### src/rtl/bootmap_pkg.sv
package bootmap_pkg;
    localparam int ADDR_W   = 32;
    localparam int PHYS_W   = 27;
    localparam int SLOT_LSB = 16;
    localparam int SLOT_W   = 30 - SLOT_LSB;
    localparam int NUM_SEL  = 8;

    typedef enum logic [3:0] {
        RG_ROM  = 4'd0,
        RG_SCK0 = 4'd1,
        RG_SCK1 = 4'd2,
        RG_EXTP = 4'd3,
        RG_DSPM = 4'd4,
        RG_REGS = 4'd5,
        RG_SYSM = 4'd6,
        RG_ZERO = 4'd7,
        RG_RESV = 4'd8
    } region_t;

    typedef enum logic [2:0] {
        ST_IDLE,
        ST_ACCESS,
        ST_ZERO,
        ST_BOOTREG,
        ST_ABORT,
        ST_DROP
    } state_t;
endpackage

### src/rtl/bootmap_region_dec.sv
module bootmap_region_dec
    import bootmap_pkg::*;
#(
    parameter logic [SLOT_W-1:0] BOOT_SLOT = 14'd3
) (
    input  logic [ADDR_W-1:0] addr,
    input  logic              cold,
    output region_t           region,
    output logic [PHYS_W-1:0] phys,
    output logic [SLOT_W-1:0] slot,
    output logic              boot_hit
);
    localparam int SLOT_MSB = SLOT_LSB + SLOT_W - 1;

    always_comb begin
        region = RG_RESV;
        unique case (addr[31:28])
            4'h0:                region = cold ? RG_SYSM : RG_ROM;
            4'h1:                region = RG_ROM;
            4'h2:                region = RG_SCK0;
            4'h3:                region = RG_SCK1;
            4'h4:                region = addr[27] ? RG_DSPM : RG_EXTP;
            4'h5, 4'h6, 4'h7:    region = RG_RESV;
            4'h8, 4'h9, 4'hA,
            4'hB:                region = RG_REGS;
            4'hC, 4'hD:          region = RG_SYSM;
            4'hE:                region = addr[27] ? RG_RESV : RG_ZERO;
            4'hF:                region = RG_RESV;
            default:             region = RG_RESV;
        endcase
    end

    assign phys     = addr[PHYS_W-1:0];
    assign slot     = (region == RG_REGS) ? addr[SLOT_MSB:SLOT_LSB] : '0;
    assign boot_hit = (region == RG_REGS) && (addr[SLOT_MSB:SLOT_LSB] == BOOT_SLOT)
                      && (addr[SLOT_LSB-1:2] == '0);
endmodule

### src/rtl/bootmap_bootreg.sv
module bootmap_bootreg (
    input  logic clk,
    input  logic rst_n,
    input  logic wr_en,
    input  logic cold_in,
    input  logic warm_in,
    output logic cold,
    output logic warm
);
    always_ff @(posedge clk or negedge rst_n) begin
        if (!rst_n) begin
            cold <= 1'b0;
            warm <= 1'b0;
        end else if (wr_en) begin
            cold <= cold_in;
            warm <= warm_in;
        end
    end

    AST_BOOT_HOLD: assert property (@(posedge clk) disable iff (!rst_n)
        !wr_en |=> ($stable(cold) && $stable(warm))) else $error("boot bits moved");
endmodule

### src/rtl/bootmap_fsm.sv
module bootmap_fsm
    import bootmap_pkg::*;
#(
    parameter int DATA_W = 32
) (
    input  logic              clk,
    input  logic              rst_n,
    input  logic              req_valid,
    input  logic              req_write,
    input  logic [DATA_W-1:0] req_wdata,
    input  region_t           dec_region,
    input  logic [PHYS_W-1:0] dec_phys,
    input  logic [SLOT_W-1:0] dec_slot,
    input  logic              dec_boot_hit,
    input  logic              boot_cold,
    input  logic              boot_warm,
    input  logic [DATA_W-1:0] tgt_rdata,
    input  logic              tgt_done,
    output logic              req_ready,
    output logic              rsp_valid,
    output logic              rsp_abort,
    output logic [DATA_W-1:0] rsp_rdata,
    output logic [NUM_SEL-1:0] tgt_sel,
    output logic              tgt_write,
    output logic [PHYS_W-1:0] tgt_addr,
    output logic [SLOT_W-1:0] tgt_slot,
    output logic [DATA_W-1:0] tgt_wdata,
    output logic              boot_wr
);
    state_t            state, state_nx;
    region_t           lat_region;
    logic [PHYS_W-1:0] lat_phys;
    logic [SLOT_W-1:0] lat_slot;
    logic              lat_write;
    logic [DATA_W-1:0] lat_wdata;
    logic              accept;

    assign accept = req_valid && (state == ST_IDLE);

    always_comb begin
        state_nx = state;
        unique case (state)
            ST_IDLE: begin
                if (req_valid) begin
                    if (dec_region == RG_RESV)
                        state_nx = req_write ? ST_DROP : ST_ABORT;
                    else if (dec_region == RG_ZERO)
                        state_nx = ST_ZERO;
                    else if (dec_boot_hit)
                        state_nx = ST_BOOTREG;
                    else
                        state_nx = ST_ACCESS;
                end
            end
            ST_ACCESS:  if (tgt_done) state_nx = ST_IDLE;
            ST_ZERO:    state_nx = ST_IDLE;
            ST_BOOTREG: state_nx = ST_IDLE;
            ST_ABORT:   state_nx = ST_IDLE;
            ST_DROP:    state_nx = ST_IDLE;
            default:    state_nx = ST_IDLE;
        endcase
    end

    always_ff @(posedge clk or negedge rst_n) begin
        if (!rst_n) begin
            state      <= ST_IDLE;
            lat_region <= RG_RESV;
            lat_phys   <= '0;
            lat_slot   <= '0;
            lat_write  <= 1'b0;
            lat_wdata  <= '0;
        end else begin
            state <= state_nx;
            if (accept) begin
                lat_region <= dec_region;
                lat_phys   <= dec_phys;
                lat_slot   <= dec_slot;
                lat_write  <= req_write;
                lat_wdata  <= req_wdata;
            end
        end
    end

    always_comb begin
        req_ready = 1'b0;
        rsp_valid = 1'b0;
        rsp_abort = 1'b0;
        rsp_rdata = '0;
        tgt_sel   = '0;
        boot_wr   = 1'b0;
        unique case (state)
            ST_IDLE: req_ready = 1'b1;
            ST_ACCESS: begin
                tgt_sel[lat_region[2:0]] = 1'b1;
                rsp_valid = tgt_done;
                rsp_rdata = tgt_done ? tgt_rdata : '0;
            end
            ST_ZERO: begin
                tgt_sel[RG_ZERO] = 1'b1;
                rsp_valid = 1'b1;
            end
            ST_BOOTREG: begin
                rsp_valid = 1'b1;
                boot_wr   = lat_write;
                if (!lat_write)
                    rsp_rdata = {{(DATA_W-2){1'b0}}, boot_warm, boot_cold};
            end
            ST_ABORT: begin
                rsp_valid = 1'b1;
                rsp_abort = 1'b1;
            end
            ST_DROP: rsp_valid = 1'b1;
            default: ;
        endcase
    end

    assign tgt_write = lat_write;
    assign tgt_addr  = lat_phys;
    assign tgt_slot  = lat_slot;
    assign tgt_wdata = lat_wdata;

    AST_SEL_ONEHOT: assert property (@(posedge clk) disable iff (!rst_n)
        $onehot0(tgt_sel)) else $error("multiple selects");
    AST_ABORT_ON_READ: assert property (@(posedge clk) disable iff (!rst_n)
        rsp_abort |-> (!tgt_write && tgt_sel == '0)) else $error("abort on write");
    AST_DROP_QUIET: assert property (@(posedge clk) disable iff (!rst_n)
        (state == ST_DROP) |-> (tgt_sel == '0 && !rsp_abort && !boot_wr)) else $error("drop leaked");
    AST_ZERO_DATA: assert property (@(posedge clk) disable iff (!rst_n)
        tgt_sel[RG_ZERO] |-> (rsp_valid && rsp_rdata == '0 && !rsp_abort)) else $error("zero bank data");
    AST_RSP_PULSE: assert property (@(posedge clk) disable iff (!rst_n)
        rsp_valid |=> (!rsp_valid && req_ready)) else $error("response too long");
    AST_SEL_HOLD: assert property (@(posedge clk) disable iff (!rst_n)
        (tgt_sel[6:0] != '0 && !tgt_done) |=> $stable(tgt_sel)) else $error("select dropped");
endmodule

### src/rtl/bootmap_decoder.sv
module bootmap_decoder
    import bootmap_pkg::*;
#(
    parameter int                DATA_W    = 32,
    parameter logic [SLOT_W-1:0] BOOT_SLOT = 14'd3
) (
    input  logic               clk,
    input  logic               rst_n,
    input  logic               req_valid,
    input  logic               req_write,
    input  logic [ADDR_W-1:0]  req_addr,
    input  logic [DATA_W-1:0]  req_wdata,
    output logic               req_ready,
    output logic               rsp_valid,
    output logic               rsp_abort,
    output logic [DATA_W-1:0]  rsp_rdata,
    output logic [NUM_SEL-1:0] tgt_sel,
    output logic               tgt_write,
    output logic [PHYS_W-1:0]  tgt_addr,
    output logic [SLOT_W-1:0]  tgt_slot,
    output logic [DATA_W-1:0]  tgt_wdata,
    input  logic [DATA_W-1:0]  tgt_rdata,
    input  logic               tgt_done
);
    region_t           dec_region;
    logic [PHYS_W-1:0] dec_phys;
    logic [SLOT_W-1:0] dec_slot;
    logic              dec_boot_hit;
    logic              boot_cold, boot_warm, boot_wr;

    bootmap_region_dec #(.BOOT_SLOT(BOOT_SLOT)) u_dec (
        .addr     (req_addr),
        .cold     (boot_cold),
        .region   (dec_region),
        .phys     (dec_phys),
        .slot     (dec_slot),
        .boot_hit (dec_boot_hit)
    );

    bootmap_bootreg u_boot (
        .clk     (clk),
        .rst_n   (rst_n),
        .wr_en   (boot_wr),
        .cold_in (tgt_wdata[0]),
        .warm_in (tgt_wdata[1]),
        .cold    (boot_cold),
        .warm    (boot_warm)
    );

    bootmap_fsm #(.DATA_W(DATA_W)) u_fsm (
        .clk          (clk),
        .rst_n        (rst_n),
        .req_valid    (req_valid),
        .req_write    (req_write),
        .req_wdata    (req_wdata),
        .dec_region   (dec_region),
        .dec_phys     (dec_phys),
        .dec_slot     (dec_slot),
        .dec_boot_hit (dec_boot_hit),
        .boot_cold    (boot_cold),
        .boot_warm    (boot_warm),
        .tgt_rdata    (tgt_rdata),
        .tgt_done     (tgt_done),
        .req_ready    (req_ready),
        .rsp_valid    (rsp_valid),
        .rsp_abort    (rsp_abort),
        .rsp_rdata    (rsp_rdata),
        .tgt_sel      (tgt_sel),
        .tgt_write    (tgt_write),
        .tgt_addr     (tgt_addr),
        .tgt_slot     (tgt_slot),
        .tgt_wdata    (tgt_wdata),
        .boot_wr      (boot_wr)
    );
endmodule

### config.mk
export PLATFORM = sky130hd
export DESIGN_NAME = bootmap_decoder
export DESIGN_NICKNAME = d
export VERILOG_FILES = /design/src/rtl/bootmap_pkg.sv /design/src/rtl/bootmap_region_dec.sv /design/src/rtl/bootmap_bootreg.sv /design/src/rtl/bootmap_fsm.sv /design/src/rtl/bootmap_decoder.sv
export SDC_FILE = /design/constraint.sdc
export NUM_CORES = 1
export LEC_CHECK = 0
export BUFFER_PORTS_ARGS = -buffer_cell sky130_fd_sc_hd__buf_2
export CAP_MARGIN = 20
export CORE_ASPECT_RATIO = 0.8
export CORE_UTILIZATION = 44
export DETAILED_ROUTE_END_ITERATION = 12
export GPL_ROUTABILITY_DRIVEN = 1
export PLACE_DENSITY = 0.87
export RECOVER_POWER = 25
export SYNTH_ARGS = -nofsm -noshare
export SYNTH_HDL_FRONTEND = slang
export SYNTH_SLANG_ARGS = --single-unit
### constraint.sdc
create_clock -name clk -period 1.48 [get_ports clk]
set_input_delay 0.148 -clock clk [delete_from_list [all_inputs] [get_ports clk]]
set_output_delay 0.148 -clock clk [all_outputs]
set_load 0.01 [all_outputs]
==> impl_results.md <==
- Status: complete, but fails checks
- CTS clock-pin slew for the worst setup and hold paths: 0.09 ns
- Routed vias/inst: 5.41
- Met1 Use GR: 0.317
- Worst-Margin Slew: 1.03 ns
- I/O Pins: 218
- Pwr Total: 8.32 mW
- ANT cells: 0
- Power Dens Cells: 1280 nW/µm²
- Crit-path max cell delay: 0.44 ns
- Unique masters post-synth: 36
- Most used routing layer: met2
- Critical-path cell list: nor3b_4, buf_4, buf_6, buf_6, and3_1, buf_2
- Comb pwr share: 0.403
- Share of layout cells above drive strength 1: 0.515
- Seq/Total Area, Yosys: 0.559
- CP endpoint kind: output port
- Synthesized flop and latch total: 82
- Syn avg cell area: 9.06 µm²
- Seq pwr share: 0.384
- DP HPWL: 7880 µm
- Total CTS buffers: 9
- # setup viols final: 123
- Drt initial violations: 241
- Post-route insts no fill: 805
- Tightest Hold Check Type: in2reg
- Congestion Overflow GR: 0
- Insertion delay of the later-clocked pin in the worst-skew pair: 0.36 ns
- Critical-path top delay cell: dfrtp_2
- Met2 Use GR: 0.516
- First-pass GRT wire length: 19,500 µm
- Nets@finish: 795
- Crit path time final: 1.86 ns
- Largest net degree at the start of global routing: 83
- CTS H-tree lvls: 3
- CORE AREA: 8020 µm²
- Post-Syn Instances: 405
- Top_reg_cell synth: dfrtp_1
- Layout area overhead: 76.7%
- Dpl cells: 711
- Initial antenna violation count: 0
- Slew margin rel.: 0.315
- Setup Crit Path Kind: reg2out
- Pint: 5.35 mW
- Maximum clock path buffer count: 2
- Leak: 3.59 nW
- RePlAce Congestion: 0.807
- DRC Markers: 0
- WP data arrival: 1.71 ns
- Post-Syn Area: 3670 µm²
- FP Rows: 29
- Syn Nets: 506
- Period utilization: 1.26
- Maximum VDD drop: 0.000926 V
- GR Layer Usage met3: 0.0796
- Worst setup SP type: flop
- Number of global-route vias before repair: 4,075
- Most used cell, CP: buf_6
- WHS: -0.00901 ns
- Port buffer count: 217
- Critical path buffer and inverter count: 4
- RSZ-0062 raised after global routing: true
- Critical Path RT: 1.33 ns
- Async SR Flop Fraction: 1.00
- MaxCap Viol Count: 0
- Number of enable flip-flop cells after synthesis: 0
- Final Skew: 0.0118 ns
- Post-detailed-route count of antenna-violating nets: 0
- Delay-heaviest family, CP: buffers and inverters
- CTS tree: yes
- Slack of the critical path: -0.380 ns
- Via count: 4,357
- Slew Viols, Final: 0
- Final Hold Viols: 1
- WL/cell: 20.1 µm
- Fmax: 538 MHz
- Net Sw Power: 2.97 mW
- Post-Route WL: 16,200 µm
- Die height: 83.7 µm
- Die area: 8710 µm²
- Initial Util: 0.458
- Clock Power Share: 0.212
- Failing checks: negative hold slack, negative setup slack
- Total Routing Usage GR: 0.286
- Crit-path max FO: 5
- Root Driver: clkbuf_8
- Clock sinks: 82
- Ys Warns: 0
- Die W: 104 µm
- Sw Share: 0.357
- TritonRoute pass-1 iters: 4
[power by group through the flow]
stage / Clock, mW / Sequential (mW) / Combinational [mW]
after floorplan: 0 / 3.34 / 0.927
after global placement: 0 / 3.11 / 2.11
after detailed placement: 0 / 3.13 / 2.19
after CTS: 1.77 / 3.11 / 2.44
after global routing: 1.87 / 3.24 / 3.56
final: 1.77 / 3.20 / 3.36
[state kept, by name, summed over array words and instances (netlist names)]
register          count
u_fsm.tgt_addr       27
u_fsm.tgt_slot       14
u_boot.warm           1
u_fsm.state           3
u_fsm.lat_region      3
u_boot.cold           1
u_fsm.tgt_wdata      32
u_fsm.tgt_write       1
[through the flow]
stage,cell area (µm²),util,setup slack [ns],setup TNS [ns],hold slack (ns)
2_1_floorplan,3670,-,0.0336,0,-0.148
3_3_place_gp,4850,0.605,0.0435,0,0.204
3_5_place_dp,4850,0.605,-0.0585,-0.645,0.216
4_1_cts,5620,0.701,-0.271,-15.00,0.00213
5_1_grt,6490,0.809,-0.458,-40.41,0.00691
6_report,6490,0.809,-0.380,-33.91,-0.00901
[final cells by class]
| class | count | area (µm²) |
|---|---|---|
| Timing Repair Buffer | 304 | 2330 |
| Sequential cell | 82 | 2060 |
| Multi-Input combinational cell | 295 | 1750 |
| Fill cell | 464 | 1530 |
| Tap cell | 108 | 135 |
| Clock buffer | 9 | 124 |
| Clock inverter | 5 | 81.3 |
| Inverter | 2 | 7.51 |
[Yosys cell counts, types with 2 or more instances]
library cell / instances / area share
and3_1: 31 / 0.053
buf_2: 11 / 0.015
a22o_1: 16 / 0.038
nor3b_1: 4 / 0.0082
inv_1: 2 / 0.0020
dfrtp_1: 82 / 0.56
o211ai_1: 2 / 0.0041
nand2_1: 183 / 0.19
nor4bb_1: 2 / 0.0055
nor3_1: 3 / 0.0041
o22a_1: 2 / 0.0048
buf_4: 6 / 0.012
nor4_1: 5 / 0.0085
mux2_2: 2 / 0.0061
nand2b_1: 6 / 0.010
nand4_1: 2 / 0.0034
o21ai_0: 4 / 0.0055
buf_6: 3 / 0.0092
clkbuf_1: 8 / 0.0082
a21oi_1: 2 / 0.0027
a31oi_1: 3 / 0.0051
and2_1: 2 / 0.0034
nor2_1: 11 / 0.011
[placed cells by master (no fill, tap or decap), types with 2 or more instances in the layout]
| master | instances |
|---|---|
| buf_2 | 202 |
| nand2_1 | 142 |
| dfrtp_1 | 78 |
| nand2_2 | 36 |
| dlygate4sd3_1 | 36 |
| buf_6 | 23 |
| and3_1 | 21 |
| a22o_1 | 16 |
| buf_4 | 15 |
| clkbuf_16 | 12 |
| and3_4 | 10 |
| nor2_1 | 9 |
| clkbuf_8 | 9 |
| buf_12 | 8 |
| buf_8 | 6 |
| nor4_1 | 5 |
| nand2_4 | 4 |
| nand2b_1 | 4 |
| o21ai_0 | 4 |
| dfrtp_2 | 4 |
| and2_4 | 3 |
| nor2_4 | 3 |
| a31oi_1 | 3 |
| nor3b_4 | 2 |
| nand2b_4 | 2 |
| nor3_2 | 2 |
| nand2_8 | 2 |
| a21oi_1 | 2 |
| nor3b_1 | 2 |
| o22a_1 | 2 |
| inv_1 | 2 |
| nand4_1 | 2 |
| o211ai_1 | 2 |
| mux2_2 | 2 |
| bufinv_16 | 2 |
[layer usage]
metal	vias to the layer above	wire (µm)
met4	0	753
met2	294	7980
met1	2080	6040
li1	1910	-
met5	-	0
met3	73	1380
[logic make-up after synthesis]
family,synth area share
buf+inv,0.0477
mux,0.00886
compound gates,0.0644
simple gates,0.317
flops,0.559
xor+xnor,0.00239
[worst paths after layout]
| kind | slack, ns | from | depth (start not counted) | end |
|---|---|---|---|---|
| setup / recovery | -0.38 | u_fsm.state[1] | 6 | rsp_rdata[24] |
| hold / removal | -0.009 | req_wdata[30] | 3 | u_fsm.tgt_wdata[30] |
| setup reg to reg | -0.37 | u_fsm.state[1] | 8 | u_fsm.tgt_slot[4] |
| hold reg to reg | 0.47 | u_fsm.tgt_wdata[3] | 2 | u_fsm.tgt_wdata[3] |
| max in group asynchronous | 0.15 | rst_n | 3 | u_fsm.state[2] |
| min in group asynchronous | 0.61 | rst_n | 3 | u_fsm.tgt_wdata[22] |
[what timing repair did]
item / 4_1_cts / 5_1_grt
pin swaps: 5 / 39
setup endpoints to repair: 42 / 123
resized for setup: 26 / 90
hold buffers: 36 / 0
setup buffers: 12 / 11
gates cloned: 0 / 22
endpoints found under the hold margin: 117 / 0
[worst register-to-register path, stage by stage (launching register included)]
cell and delay, ns:
dfrtp_2 0.44, buf_4 0.14, buf_4 0.14, nor3_4 0.21
buf_12 0.15, buf_12 0.11, nand2_8 0.11, buf_16 0.18
a22o_1 0.24
No activity file was read; power rests on OpenSTA's default activity.
